File: src/rtl/scan_flush_tester.sv
module scan_flush_tester #(
  parameter int NCH = 3,
  parameter int LW = 8,
  parameter logic [NCH*LW-1:0] LENS = {8'd3, 8'd12, 8'd5},
  localparam int MAXL = longest(),
  localparam int TOTAL = MAXL + 4,
  localparam int CW = $clog2(TOTAL + 1)
) (
  input  logic           clk,
  input  logic           rst_n,
  input  logic           start,
  output logic           scan_tc,
  output logic [NCH-1:0] scan_in,
  input  logic [NCH-1:0] scan_out,
  output logic           done,
  output logic           pass,
  output logic           err,
  output logic [CW-1:0]  fail_cycle
);

  function automatic int longest();
    int m = 0;
    for (int i = 0; i < NCH; i++)
      if (int'(LENS[i*LW +: LW]) > m) m = int'(LENS[i*LW +: LW]);
    return m;
  endfunction

  localparam logic [CW-1:0] LAST = CW'(TOTAL - 1);

  logic          run;
  logic [CW-1:0] cnt;
  logic [NCH-1:0] mis;

  for (genvar g = 0; g < NCH; g++) begin : g_cmp
    localparam logic [CW-1:0] LO = CW'(int'(LENS[g*LW +: LW]));
    localparam logic [CW-1:0] HI = CW'(int'(LENS[g*LW +: LW]) + 3);
    logic [CW-1:0] rel;
    logic          in_win;
    assign rel    = cnt - LO;
    assign in_win = run && (cnt >= LO) && (cnt <= HI);
    assign mis[g] = in_win && (scan_out[g] != rel[1]);
  end

  always_ff @(posedge clk) begin
    if (!rst_n) begin
      run <= 1'b0;
      cnt <= '0;
      done <= 1'b0;
      err <= 1'b0;
      fail_cycle <= '0;
    end else if (run) begin
      if (|mis && !err) begin
        err <= 1'b1;
        fail_cycle <= cnt;
      end
      if (cnt == LAST) begin
        run <= 1'b0;
        done <= 1'b1;
      end else begin
        cnt <= cnt + 1'b1;
      end
    end else if (start) begin
      run <= 1'b1;
      cnt <= '0;
      done <= 1'b0;
      err <= 1'b0;
      fail_cycle <= '0;
    end
  end

  assign scan_tc = ~run;
  assign scan_in = {NCH{run & cnt[1]}};
  assign pass    = done & ~err;


  tc_release_chk: assert property (@(posedge clk) disable iff (!rst_n)
    $rose(scan_tc) |-> done);


  pattern_period_chk: assert property (@(posedge clk) disable iff (!rst_n)
    (!scan_tc && $past(!scan_tc, 4)) |-> scan_in == $past(scan_in, 4));


  pattern_begin_chk: assert property (@(posedge clk) disable iff (!rst_n)
    $fell(scan_tc) |-> scan_in == '0);


  result_hold_chk: assert property (@(posedge clk) disable iff (!rst_n)
    (done && !start) |=> done);


  first_fail_hold_chk: assert property (@(posedge clk) disable iff (!rst_n)
    (err && $past(err)) |-> $stable(fail_cycle));


  err_in_test_chk: assert property (@(posedge clk) disable iff (!rst_n)
    $rose(err) |-> $past(!scan_tc));

endmodule

File: config.mk
export PLATFORM = sky130hd
export DESIGN_NAME = scan_flush_tester
export DESIGN_NICKNAME = d
export VERILOG_FILES = /design/src/rtl/scan_flush_tester.sv
export SDC_FILE = /design/constraint.sdc
export NUM_CORES = 1
export LEC_CHECK = 0
export BUFFER_PORTS_ARGS = -buffer_cell sky130_fd_sc_hd__buf_2
export CELL_PAD_IN_SITES_DETAIL_PLACEMENT = 1
export CELL_PAD_IN_SITES_GLOBAL_PLACEMENT = 1
export CORE_MARGIN = 1
export CORE_UTILIZATION = 37
export CTS_BUF_LIST = sky130_fd_sc_hd__clkbuf_4 sky130_fd_sc_hd__clkbuf_8 sky130_fd_sc_hd__clkbuf_16
export CTS_CLUSTER_DIAMETER = 100
export CTS_CLUSTER_SIZE = 10
export DETAILED_ROUTE_END_ITERATION = 6
export GPL_TIMING_DRIVEN = 0
export PLACE_DENSITY = 0.78
export SLEW_MARGIN = 20
export SYNTH_ARGS = -nofsm -noshare
export SYNTH_HDL_FRONTEND = slang
export SYNTH_SLANG_ARGS = --single-unit
export TNS_END_PERCENT = 1
File: constraint.sdc
create_clock -name clk -period 2.2 [get_ports clk]
set_input_delay 0.33 -clock clk [delete_from_list [all_inputs] [get_ports clk]]
set_output_delay 0.33 -clock clk [all_outputs]
set_load 0.1 [all_outputs]
==> impl_metrics.env, run 1 <==
export IMPL_report_final_slew_viol_count=0
export IMPL_postSynth_asyncResetShare_pct=0
export IMPL_synth_area_um2=774.5
export IMPL_nets=128
export IMPL_synth_area_leaders="dfxtp_1 (34%), ha_1 (6.5%), mux2i_1 (5.2%)"
export IMPL_cts_sinks=13
export IMPL_grt_start_max_net_pins=11
export IMPL_path_class="reg -> reg"
export IMPL_grt_antenna_before_repair=0
export IMPL_mappedNetlistNets=104
export IMPL_fill_cells=254
export IMPL_synthFlopType="dfxtp_1"
export IMPL_fin_crit_ns=2.052
export IMPL_clkTransAtPathRegs_ns=0.08
export IMPL_portBuffers=16
export IMPL_final_area_mm2=0.001007
export IMPL_gp_congestion=0.7559
export IMPL_rr_endpoint="fail_cycle[2]"
export IMPL_drt_pass1_iterations=4
export IMPL_maxSlewHeadroom_pct=67.75
export IMPL_start_util_pct=39.48
export IMPL_r2r_setup_slack_ns=0.15
export IMPL_synth_top_area_share_pct=33.60
export IMPL_drtAntennaViolNets=0
export IMPL_die_w_um=47.75
export IMPL_wl_per_cell_um=14.58
export IMPL_synth_edf_count=0
export IMPL_ys_types=30
export IMPL_track_usage_pct=21.24
export IMPL_slowest_delay_ns=0.39
export IMPL_grt_pass1_vias=723
export IMPL_grt_pass1_wl_um=3215
export IMPL_crit_required_ns=2.41
export IMPL_outcome="finished clean"
export IMPL_hp_class="in -> reg"
export IMPL_areaGrowthSynthToFinish_pct=30.05
export IMPL_yosysWarnings=0
export IMPL_cp_max_fo=6
export IMPL_tritoncts="built"
export IMPL_placedInstanceArea_um2=933.4
export IMPL_cp_slowest_cell="dfxtp_4"
export IMPL_fin_crit_sh_pct=93.29
export IMPL_skew_ns=0.001772
export IMPL_max_vdd_ir_drop_mv=0.3514
export IMPL_yosysSeqAreaShare_pct=33.60
export IMPL_ctsHoldBuffers=0
export IMPL_powerDensity_mw_per_mm2=503.6
export IMPL_hp_start="rst_n"
export IMPL_max_freq_mhz=487.2
export IMPL_die_h_um=47.75
export IMPL_diodes=0
export IMPL_final_hold_violation_count=0
export IMPL_finalSetupViolations=0
export IMPL_drtIter0Drc=11
export IMPL_cp_endpoint="fail_cycle[2]"
export IMPL_reg2reg_depth=8
export IMPL_cp_startpoint="cnt[1]"
export IMPL_holdWs_ns=0.3245
export IMPL_hpwlAfterDp_um=1524
export IMPL_grt_setup_unrepaired="no"
export IMPL_arrival_ns=2.27
export IMPL_syn_inst=94
export IMPL_die_area_mm2=0.002280
export IMPL_p_total_w=0.0005072
export IMPL_htree_levels=1
export IMPL_synth_seq_cells=13
export IMPL_yosys_area_top_type="dfxtp_1"
export IMPL_p_leak_nw=0.3946
export IMPL_overflow=0
export IMPL_post_route_drc_count=0
export IMPL_vias=748
export IMPL_row_count=16
export IMPL_cts_buffers=3
export IMPL_rr_startpoint="cnt[1]"
export IMPL_drive_gt1_share_pct=35.04
export IMPL_syn_avg_cell_area_um2=8.239
export IMPL_insertion_delay_ns=0.28
export IMPL_io_pins=18
export IMPL_clockRootBuffer="clkbuf_4"
export IMPL_path_cells="ha_4 -> and3_1 -> ha_2 -> and2b_2 -> o21ai_1 -> nand4b_1 -> nand2_2 -> mux2i_1"
export IMPL_startpoint_type="register"
export IMPL_coreArea_mm2=0.001962
export IMPL_drv_cap=0
export IMPL_viasPerCell=5.194
export IMPL_clock_path_buffers=2
export IMPL_wl_um=2100
export IMPL_crit_path_end_kind="register"
export IMPL_worst_slew_pin_slew_ns=0.4871
## Yosys cell counts, drive strengths merged, types with 3 or more instances
master  count
a211oi      3
a21oi       7
buf         5
dfxtp      13
ha          4
inv         4
mux2i       4
nand2      10
nand2b      6
nand3       5
nor2        9
nor3        4
o21ai       6
## power by group
| part | total, W | internal, W | switching [W] |
|---|---|---|---|
| logic | 0.0000942 | 0.0000332 | 0.0000611 |
| clock network | 0.000165 | 0.0000828 | 0.0000823 |
| registers | 0.000248 | 0.000239 | 0.00000844 |
## registers in the layout, indices dropped and copies added, names as in the netlist
signal	flops
err	1
fail_cycle	5
cnt	5
done	1
run	1
## what timing repair did
action                     CTS  global route
setup endpoints to repair    5             6
pin swaps                    1             1
buffers inserted             2             1
gates resized for setup      3             4
## how the worst min path moves through the flow
| stage | to | slack [ns] | depth (start not counted) |
|---|---|---|---|
| floorplan | run | 0.51 | 2 |
| global placement | fail_cycle[1] | 0.45 | 2 |
| detailed placement | fail_cycle[0] | 0.46 | 2 |
| CTS | fail_cycle[1] | 0.32 | 3 |
| global route | fail_cycle[1] | 0.32 | 3 |
| finish | fail_cycle[1] | 0.32 | 3 |
## routing by layer
| layer | share of wire [%] | track usage (%) | up-vias | wire [um] |
|---|---|---|---|---|
| met4 | 1.8 | 8.889 | 0 | 38 |
| met5 | 0 | 0 | - | 0 |
| met1 | 43 | 24.77 | 362 | 911 |
| li1 | - | - | 370 | - |
| met2 | 52 | 36.49 | 11 | 1098 |
| met3 | 2.4 | 5.660 | 5 | 51 |
## critical path, delay by kind of cell, from the launching register on
kind	cells	cell delay (ns)
adders and majority gates	2	0.37
DFF	1	0.39
AOI/OAI and AO/OA	1	0.15
muxes	1	0.21
and+or+nand+nor	4	0.85
## stage by stage
step | TNS, ns | setup slack (ns) | util (%) | instances
after detailed placement | -0.5239 | -0.1331 | 47.58 | 137
after CTS | 0 | 0.04199 | 50.19 | 143
after global routing | 0 | 0.009315 | 51.34 | 144
after global placement | -0.2199 | -0.05821 | 47.58 | 137
after floorplan | -0.04215 | -0.02107 | - | 94
final | 0 | 0.1475 | 51.34 | 144
## placed cells by master (no fill, tap or decap)
cell type and n:
clkbuf_4 4, nor3_1 4, o211ai_2 1, buf_6 2, nand3_1 5, nand2b_1 6
nand4b_1 1, ha_2 1, nand4_1 1, a22oi_1 1, buf_4 4, o21ai_0 5
nor2_4 1, mux2i_1 4, nor2_1 8, a31oi_1 1, a211oi_1 3, nor2b_4 1
dfxtp_2 3, clkinv_1 1, xnor2_1 1, ha_4 1, inv_1 3, nand2_2 1
nand2_1 9, clkinvlp_4 1, dfxtp_1 9, ha_1 2, nor4_4 1, xor2_1 1
buf_2 16, or2_0 1, a311oi_1 1, buf_12 2, a21oi_1 7, o21ai_1 1
and2b_2 1, and3_1 1, dfxtp_4 1
## layout make-up
type / count / area [um2] / area share (%)
multi-input cells: 71 / 480.5 / 47.70
flip-flops and latches: 13 / 267.8 / 26.58
repair buffers: 19 / 102.6 / 10.19
plain buffers: 5 / 70.07 / 6.956
well taps: 27 / 33.78 / 3.354
clock buffers: 4 / 30.03 / 2.981
inverters: 5 / 22.52 / 2.236
## cells by family (layout without fill, tap and decap cells)
group                    Yosys count  after routing  synth area share, %
flip-flops                        13             13                33.60
AND/OR/NAND/NOR                   41             41                28.44
AO/OA/AOI/OAI                     20             20                15.83
multiplexers                       4              4                5.170
adder cells (fa/ha/maj)            4              4                6.462
buffers and inverters             10             33                8.238
XOR/XNOR                           2              2                2.262
(Power assumes the default switching activity.)
==> inputs of run 2 (changes only) <==
==> constraint.sdc (replaced) <==
create_clock -name clk -period 2.2 [get_ports clk]
set_input_delay 0.33 -clock clk [delete_from_list [all_inputs] [get_ports clk]]
set_output_delay 0.33 -clock clk [all_outputs]
set_load 0.05 [all_outputs]
==> run 2 against run 1 <==
Critical path depth stayed put. First-iteration DRC count decreased by 9.1%. Non-clock buffer count is 3 lower. Total power fell by 4.3%. Largest cell class unchanged. Clock power down 4%. Count of clock-buffer cells in the layout unchanged. Via count fell by 0.53%. Die area unchanged. Register-to-register slack improved by 0.03 ns. Clock skew increased by 0.0026 ns. Sequential cell count did not move. Sequential power about the same.
==> impl_metrics.env, run 2 (same netlist as run 1, synthesis figures left out) <==
export IMPL_final_common_cell="buf_2"
export IMPL_diodes=0
export IMPL_powerDensity_mw_per_mm2=517.1
export IMPL_cp_max_fo=9
export IMPL_die_h_um=47.75
export IMPL_grt_start_max_net_pins=11
export IMPL_areaGrowthSynthToFinish_pct=21.16
export IMPL_grt_pass1_wl_um=3063
export IMPL_final_hold_violation_count=0
export IMPL_path_class="reg -> reg"
export IMPL_maxSlewHeadroom_pct=77.91
export IMPL_die_w_um=47.75
export IMPL_die_area_mm2=0.002280
export IMPL_fin_crit_ns=2.018
export IMPL_vias=744
export IMPL_viasPerCell=5.277
export IMPL_tritoncts="built"
export IMPL_drtAntennaViolNets=0
export IMPL_layout_common_cells="buf_2 (16), dfxtp_1 (11), nor2_1 (9), nand2_1 (9), a21oi_1 (7)"
export IMPL_fin_crit_sh_pct=91.74
export IMPL_p_leak_nw=0.3786
export IMPL_p_total_w=0.0004853
export IMPL_insertion_delay_ns=0.27
export IMPL_cts_sinks=13
export IMPL_utilization_pct=47.83
export IMPL_cts_setup_buffers=0
export IMPL_crit_required_ns=2.40
export IMPL_grt_setup_unrepaired="no"
export IMPL_report_final_slew_viol_count=0
export IMPL_row_count=16
export IMPL_finalSetupViolations=0
export IMPL_cts_buffers=3
export IMPL_top_regs="cnt: 5 flops, fail_cycle: 5 flops"
export IMPL_startpoint_type="register"
export IMPL_fill_cells=266
export IMPL_overflow=0
export IMPL_outcome="finished clean"
export IMPL_clock_path_buffers=2
export IMPL_clockRootBuffer="clkbuf_4"
export IMPL_start_util_pct=39.48
export IMPL_portBuffers=16
export IMPL_grt_antenna_before_repair=0
export IMPL_drt_pass1_iterations=2
export IMPL_worst_slew_pin_slew_ns=0.3309
export IMPL_max_freq_mhz=495.5
export IMPL_clkTransAtPathRegs_ns=0.08
export IMPL_grt_pass1_vias=695
export IMPL_htree_levels=1
export IMPL_drtIter0Drc=10
export IMPL_setup_ws_ns=0.1818
export IMPL_post_route_drc_count=0
export IMPL_dp_slack_ns=-0.02630
export IMPL_io_pins=18
export IMPL_drv_cap=0
export IMPL_nets=125
export IMPL_arrival_ns=2.22
export IMPL_coreArea_mm2=0.001962
export IMPL_hp_class="in -> reg"
export IMPL_hpwlAfterDp_um=1510
export IMPL_skew_ns=0.004328
export IMPL_drive_gt1_share_pct=28.95
export IMPL_wl_per_cell_um=13.96
export IMPL_track_usage_pct=19.91
export IMPL_gp_congestion=0.7876
export IMPL_wl_um=1968
export IMPL_crit_path_end_kind="register"
export IMPL_max_vdd_ir_drop_mv=0.3296
[run 2: power breakdown]
group          switching [W]   total, W  leakage, nW  internal (W)
combinational      0.0000494  0.0000799        0.254     0.0000305
clock              0.0000766   0.000159       0.0184     0.0000826
sequential        0.00000705   0.000246        0.106      0.000239
total               0.000133   0.000485        0.379      0.000352
[run 2: critical path: stages (launching register included)]
cell and delay (ns):
dfxtp_4 0.40, ha_2 0.22, and3_1 0.20, ha_4 0.16, and2b_2 0.22, o21ai_1 0.12, nand4b_1 0.21, nand2_2 0.20
mux2i_1 0.21
[run 2: area by class of cell]
class	count	area (um2)	area share (%)
Inverter	5	18.77	2.000
Multi-Input combinational cell	71	465.4	49.60
Buffer	5	45.04	4.800
Timing Repair Buffer	16	80.08	8.533
Clock buffer	4	30.03	3.200
Sequential cell	13	265.3	28.27
Tap cell	27	33.78	3.600
[run 2: path summary, 6_finish.rpt]
path	start	to	slack (ns)	cells past startpoint
setup / recovery	cnt[1]	fail_cycle[0]	0.18	8
hold reg to reg	fail_cycle[4]	fail_cycle[4]	0.48	2
setup reg to reg	cnt[1]	fail_cycle[0]	0.18	8
hold / removal	rst_n	fail_cycle[3]	0.34	3
[run 2: stage by stage]
step / std cells / TNS [ns] / hold slack [ns] / cell area [um2]
6_report: 141 / 0 / 0.3358 / 938.4
5_1_grt: 141 / 0 / 0.3368 / 938.4
4_1_cts: 141 / 0 / 0.3294 / 919.6
3_5_place_dp: 137 / -0.08932 / 0.4693 / 888.4
3_3_place_gp: 137 / -0.05052 / 0.4553 / 888.4
2_1_floorplan: 94 / 0 / 0.5100 / 774.5
[run 2: what timing repair did]
| action | 4_1_cts | 5_1_grt |
|---|---|---|
| pin swaps | 0 | 1 |
| hold buffers | 0 | 0 |
| gates resized for setup | 1 | 5 |
| endpoints found under the setup margin | 5 | 5 |
| gates cloned | 0 | 0 |
[run 2: layer usage]
metal | part of all wire (%) | vias to the layer above | track usage, %
met5 | 0 | - | 0
met4 | 0.51 | 0 | 3.333
met3 | 3.1 | 2 | 6.792
met2 | 51 | 12 | 35.68
met1 | 45 | 365 | 23.13
li1 | - | 365 | -
